[config.mk]
export PLATFORM = sky130hd
export DESIGN_NAME = rx_flow_hyst
export DESIGN_NICKNAME = d
export VERILOG_FILES = /design/src/rtl/rfh_pkg.sv /design/src/rtl/rfh_cfg_reg.sv /design/src/rtl/rfh_hyst.sv /design/src/rtl/rfh_signal.sv /design/src/rtl/rx_flow_hyst.sv
export SDC_FILE = /design/constraint.sdc
export NUM_CORES = 1
export LEC_CHECK = 0
export ABC_AREA = 1
export BUFFER_PORTS_ARGS = -buffer_cell sky130_fd_sc_hd__buf_4
export CAP_MARGIN = 20
export CORE_AREA = 2 2 49 51
export CTS_CLUSTER_SIZE = 40
export DETAILED_ROUTE_END_ITERATION = 12
export DIE_AREA = 0 0 51 53
export PLACE_DENSITY = 0.6
export SLEW_MARGIN = 20
export SYNTH_ARGS = -nofsm -noshare
export SYNTH_HDL_FRONTEND = slang
export SYNTH_HIERARCHICAL = 1
export SYNTH_SLANG_ARGS = --single-unit
[constraint.sdc]
create_clock -name clk -period 1.5 [get_ports clk]
set_input_delay 0.075 -clock clk [delete_from_list [all_inputs] [get_ports clk]]
set_output_delay 0.075 -clock clk [all_outputs]
set_load 0.03 [all_outputs]
[src/rtl/rfh_pkg.sv]
package rfh_pkg;
  localparam int NIB_W      = 4;
  localparam int STEP_SHIFT = 2;
  localparam int CFG_W      = 2 * NIB_W;

  // Field order is significant: resume nibble in the upper half.
  typedef struct packed {
    logic [NIB_W-1:0] resume_nib;
    logic [NIB_W-1:0] pause_nib;
  } rfh_cfg_t;

  typedef enum logic {
    MODE_PIN  = 1'b0,
    MODE_CHAR = 1'b1
  } rfh_mode_e;
endpackage

[src/rtl/rfh_cfg_reg.sv]
module rfh_cfg_reg
  import rfh_pkg::*;
(
  input  logic             clk,
  input  logic             rst_n,
  input  logic             wr_en,
  input  logic [CFG_W-1:0] wr_data,
  input  logic             unlock_feat,
  input  logic             unlock_mode,
  output rfh_cfg_t         cfg_q
);
  logic wr_ok;
  assign wr_ok = wr_en & unlock_feat & unlock_mode;

  always_ff @(posedge clk or negedge rst_n) begin
    if (!rst_n)     cfg_q <= '0;
    else if (wr_ok) cfg_q <= rfh_cfg_t'(wr_data);
  end

  // a write without both qualifiers leaves the register alone
  a_r3_locked_write: assert property (@(posedge clk) disable iff (!rst_n)
    (wr_en && !(unlock_feat && unlock_mode)) |=> $stable(cfg_q));
  // an unlocked write lands in the register
  a_r2_unlocked_write: assert property (@(posedge clk) disable iff (!rst_n)
    (wr_en && unlock_feat && unlock_mode) |=> (cfg_q == $past(wr_data)));
endmodule

[src/rtl/rfh_hyst.sv]
module rfh_hyst
  import rfh_pkg::*;
#(
  parameter int COUNT_W = 7
) (
  input  logic               clk,
  input  logic               rst_n,
  input  logic               flow_en,
  input  rfh_cfg_t           cfg,
  input  logic [COUNT_W-1:0] rx_count,
  output logic               halt_q
);
  localparam int THR_W = NIB_W + STEP_SHIFT;
  localparam int CMP_W = COUNT_W + THR_W;

  logic [CMP_W-1:0] pause_thr, resume_thr, cnt_ext;
  logic             set_cond, clr_cond, halt_d;

  assign pause_thr  = CMP_W'(cfg.pause_nib)  << STEP_SHIFT;
  assign resume_thr = CMP_W'(cfg.resume_nib) << STEP_SHIFT;
  assign cnt_ext    = CMP_W'(rx_count);

  assign set_cond = cnt_ext >= pause_thr;
  // Release also needs the count below the pause level, so inverted
  // thresholds settle in the paused state.
  assign clr_cond = (cnt_ext <= resume_thr) && !set_cond;

  always_comb begin
    halt_d = halt_q;
    if (!flow_en)               halt_d = 1'b0;
    else if (!halt_q && set_cond) halt_d = 1'b1;
    else if (halt_q && clr_cond)  halt_d = 1'b0;
  end

  always_ff @(posedge clk or negedge rst_n) begin
    if (!rst_n) halt_q <= 1'b0;
    else        halt_q <= halt_d;
  end

  // reaching the pause threshold sets halt
  a_r4_set: assert property (@(posedge clk) disable iff (!rst_n)
    (flow_en && (cnt_ext >= pause_thr)) |=> halt_q);
  // halt holds while the count stays above the resume level
  a_r5_hold: assert property (@(posedge clk) disable iff (!rst_n)
    (flow_en && halt_q && (cnt_ext > resume_thr)) |=> halt_q);
  // disabling clears halt
  a_r6_disable: assert property (@(posedge clk) disable iff (!rst_n)
    !flow_en |=> !halt_q);
endmodule

[src/rtl/rfh_signal.sv]
module rfh_signal
  import rfh_pkg::*;
(
  input  logic      clk,
  input  logic      rst_n,
  input  logic      halt,
  input  logic      flow_en,
  input  rfh_mode_e mode,
  output logic      rts_n,
  output logic      xoff_req,
  output logic      xon_req
);
  logic halt_prev;
  logic chr_active;

  always_ff @(posedge clk or negedge rst_n) begin
    if (!rst_n) halt_prev <= 1'b0;
    else        halt_prev <= halt;
  end

  assign chr_active = flow_en && (mode == MODE_CHAR);
  assign rts_n      = (mode == MODE_PIN) ? halt : 1'b0;
  assign xoff_req   = chr_active &&  halt && !halt_prev;
  assign xon_req    = chr_active && !halt &&  halt_prev;

  // requests are exclusive single-cycle pulses
  a_r8_exclusive: assert property (@(posedge clk) disable iff (!rst_n)
    $onehot0({xoff_req, xon_req}));
  a_r8_xoff_single: assert property (@(posedge clk) disable iff (!rst_n)
    xoff_req |=> !xoff_req);
  a_r8_xon_single: assert property (@(posedge clk) disable iff (!rst_n)
    xon_req |=> !xon_req);
  a_r8_pin_quiet: assert property (@(posedge clk) disable iff (!rst_n)
    (mode == MODE_PIN) |-> !(xoff_req || xon_req));
endmodule

[src/rtl/rx_flow_hyst.sv]
module rx_flow_hyst
  import rfh_pkg::*;
#(
  parameter int COUNT_W = 7
) (
  input  logic               clk,
  input  logic               rst_n,
  input  logic               cfg_wr_en,
  input  logic [7:0]         cfg_wr_data,
  input  logic               unlock_feat,
  input  logic               unlock_mode,
  input  logic               flow_en,
  input  logic               flow_mode,
  input  logic [COUNT_W-1:0] rx_count,
  output logic [7:0]         cfg_rd_data,
  output logic               halt,
  output logic               rts_n,
  output logic               xoff_req,
  output logic               xon_req
);
  rfh_cfg_t cfg_q;

  rfh_cfg_reg u_cfg (
    .clk         (clk),
    .rst_n       (rst_n),
    .wr_en       (cfg_wr_en),
    .wr_data     (cfg_wr_data),
    .unlock_feat (unlock_feat),
    .unlock_mode (unlock_mode),
    .cfg_q       (cfg_q)
  );

  rfh_hyst #(.COUNT_W(COUNT_W)) u_hyst (
    .clk      (clk),
    .rst_n    (rst_n),
    .flow_en  (flow_en),
    .cfg      (cfg_q),
    .rx_count (rx_count),
    .halt_q   (halt)
  );

  rfh_signal u_sig (
    .clk      (clk),
    .rst_n    (rst_n),
    .halt     (halt),
    .flow_en  (flow_en),
    .mode     (rfh_mode_e'(flow_mode)),
    .rts_n    (rts_n),
    .xoff_req (xoff_req),
    .xon_req  (xon_req)
  );

  assign cfg_rd_data = cfg_q;
endmodule

==> metrics <==
die outline area 2700 um2; max-slew violations 0; routed via count 698; # Max-Cap Violations 0; worst slew pin tran between 0.2 and 0.25 ns; num ports 34; Max clock buf depth 2; cts bufs inserted 3; Critical R2R Capture u_hyst/halt_q; routed vias/inst 4.50; cell taking the most area after synthesis dfrtp_1; HP Start flow_en; sequential share of the synthesized area about a third; DRT antenna net count 0; total core area 2150 um2; Nets 159; Max rail drop VDD 0.000529 V; area of placed instances 968 um2; total track usage between 10% and 20%; dpl ws roughly 0.25 ns; clock skew 0.00120 ns; Post-Syn Area per Cell 7.74 um2; Final min period approximately 1.3 ns; Resize count post-CTS 0; share of the synthesized area in the top cell type 34.8%; Final WS setup roughly 0.24 ns; Hold Slack between 0.04 and 0.05 ns; WS Path Type flip-flop to flip-flop; Syn. warnings 6; hold depth 3; crit end category flip-flop; cells after synthesis 93; Routed wire per std cell 10.7 um; Hold/Removal Path Class input pin to flip-flop; initial DRC count 15; total grt overflow 0; share of cells above drive strength 1 between 30 and 40%; clk slew on worst S/H paths 0.06 ns; crit path DAT ~1.4 ns; htree depth 1; site row count 17; Worst-Skew Late Latency roughly 0.26 ns; Cell Area, Synth 719 um2; fmax 0.792 GHz; Synth area leaders dfrtp_1 (35%), nand2_1 (16%), ha_1 (14%), inv_1 (7.3%), nand4_1 (7.0%); initial antenna violation count 0; slowest stage delay, CP 0.40 ns; first-pass GRT wire length 2.60 mm; final core utilization 46.6%; HPWL after DPL 1.36 mm; WP data required around 1.7 ns; PwrDens 911 nW/um2; area grow syn2layout 39.1%; ant diodes 0; relative slew slack 86.0%; port bufs 33; CTS Root Cell clkbuf_4; final setup vio count 0; setup slack, reg-to-reg 0.24 ns; chip width approximately 51 um; setup total negative slack 0 ns; TritonCTS Sinks 10; Pleak 0.559 nW; # DRC 0; Syn Nets 123; initial core utilization 33.5%; Crit Path Max Fanout 3; Min-Delay Endpoint u_hyst/halt_q; crit start category flip-flop; final std cell area, no fill 1000 um2; count of cell types in the netlist 13; First-pass DRT Iterations 4; status completed; Total Wirelength 1.66 mm; path depth of the worst reg2reg path 6; CP max-delay cell dfrtp_1; Period Utilization, post-route 84.2%; most frequent cells in the layout buf_4 (33), nand2_1 (30), inv_1 (14); Critical R2R Launch u_cfg/cfg_q[3]; CTS tree built; die height 53 um; Yosys reg bits 10; most common cell after layout, fill and taps aside buf_4; Final GP Congestion 0.864; vias in the first global route between 600 and 700; RSZ-0062 raised after global routing false; CP cell instances inv_1, ha_1, nand3_1, nand3_1, a21oi_2, a21oi_2; final hold viol count 0; pin count of the biggest net entering global routing 11
==> flip-flops by register name, summed over array words and instances, names as in the netlist <==
name	count
u_cfg/cfg_q	8
u_hyst/halt_q	1
u_sig/halt_prev	1
==> worst max-delay path by stage <==
stage	end	start	depth (start not counted)	slack [ns]
CTS	u_hyst/halt_q	u_cfg/cfg_q[6]	9	0.23
floorplan	u_hyst/halt_q	u_cfg/cfg_q[6]	9	0.13
detailed placement	u_hyst/halt_q	u_cfg/cfg_q[6]	9	0.25
global placement	u_hyst/halt_q	u_cfg/cfg_q[6]	9	0.26
global route	u_hyst/halt_q	u_cfg/cfg_q[3]	6	0.11
finish	u_hyst/halt_q	u_cfg/cfg_q[3]	6	0.24
==> power breakdown <==
group	internal [mW]	switching, mW
registers	0.310	0.0373
clock network	0.0926	0.0886
logic	0.161	0.223
total	0.563	0.349
==> Yosys cell counts <==
cell type and instances:
nand2_1 30, inv_1 14, dfrtp_1 10, ha_1 8
nand4_1 8, nor2_1 8, buf_6 3, nand3_1 3
a21oi_2 2, inv_2 2, nand3_2 2, nor2_2 2
nand3_4 1
==> layer usage <==
| layer | GRT usage [%] | share of wire (%) | up-vias |
|---|---|---|---|
| met3 | 1.98 | 5.2 | 2 |
| met2 | 20.3 | 46 | 18 |
| li1 | - | - | 363 |
| met1 | 16.4 | 48 | 315 |
| met5 | 0 | 0 | - |
| met4 | 8.11 | 1.1 | 0 |
==> area by class of cell <==
cell class,instances,area (um2)
Tap cell,28,35.0
Fill cell,224,1150
Timing Repair Buffer,34,258
Multi-Input combinational cell,64,375
Clock buffer,3,22.5
Inverter,16,60.1
Sequential cell,10,250
==> metrics by stage <==
| stage | power, mW | std cells |
|---|---|---|
| after global routing | 0.978 | 155 |
| final | 0.912 | 155 |
| after floorplan | 0.587 | 93 |
| after detailed placement | 0.736 | 151 |
| after global placement | 0.729 | 151 |
| after CTS | 0.924 | 155 |
==> cell families after synthesis <==
family | share of synthesized area, %
AOI/OAI and AO/OA | 2.44
buffers and inverters | 13.0
adders and majority gates | 13.9
and+or+nand+nor | 35.8
DFF | 34.8
==> worst max-delay path: cells and delay by family, from the launching register on <==
| family | cells | cell delay (ns) |
|---|---|---|
| AO/OA/AOI/OAI | 2 | 0.20 |
| adder cells (fa/ha/maj) | 1 | 0.31 |
| buffers and inverters | 1 | 0.06 |
| flip-flops | 1 | 0.40 |
| AND/OR/NAND/NOR | 2 | 0.18 |
==> what timing repair did <==
| item | 4_1_cts | 5_1_grt |
|---|---|---|
| hold buffers | 1 | 0 |
| setup endpoints to repair | 0 | 0 |
| endpoints found under the hold margin | 10 | 0 |
| buffers inserted | 0 | 0 |
Note: power is estimated with default switching activity, not from simulation.
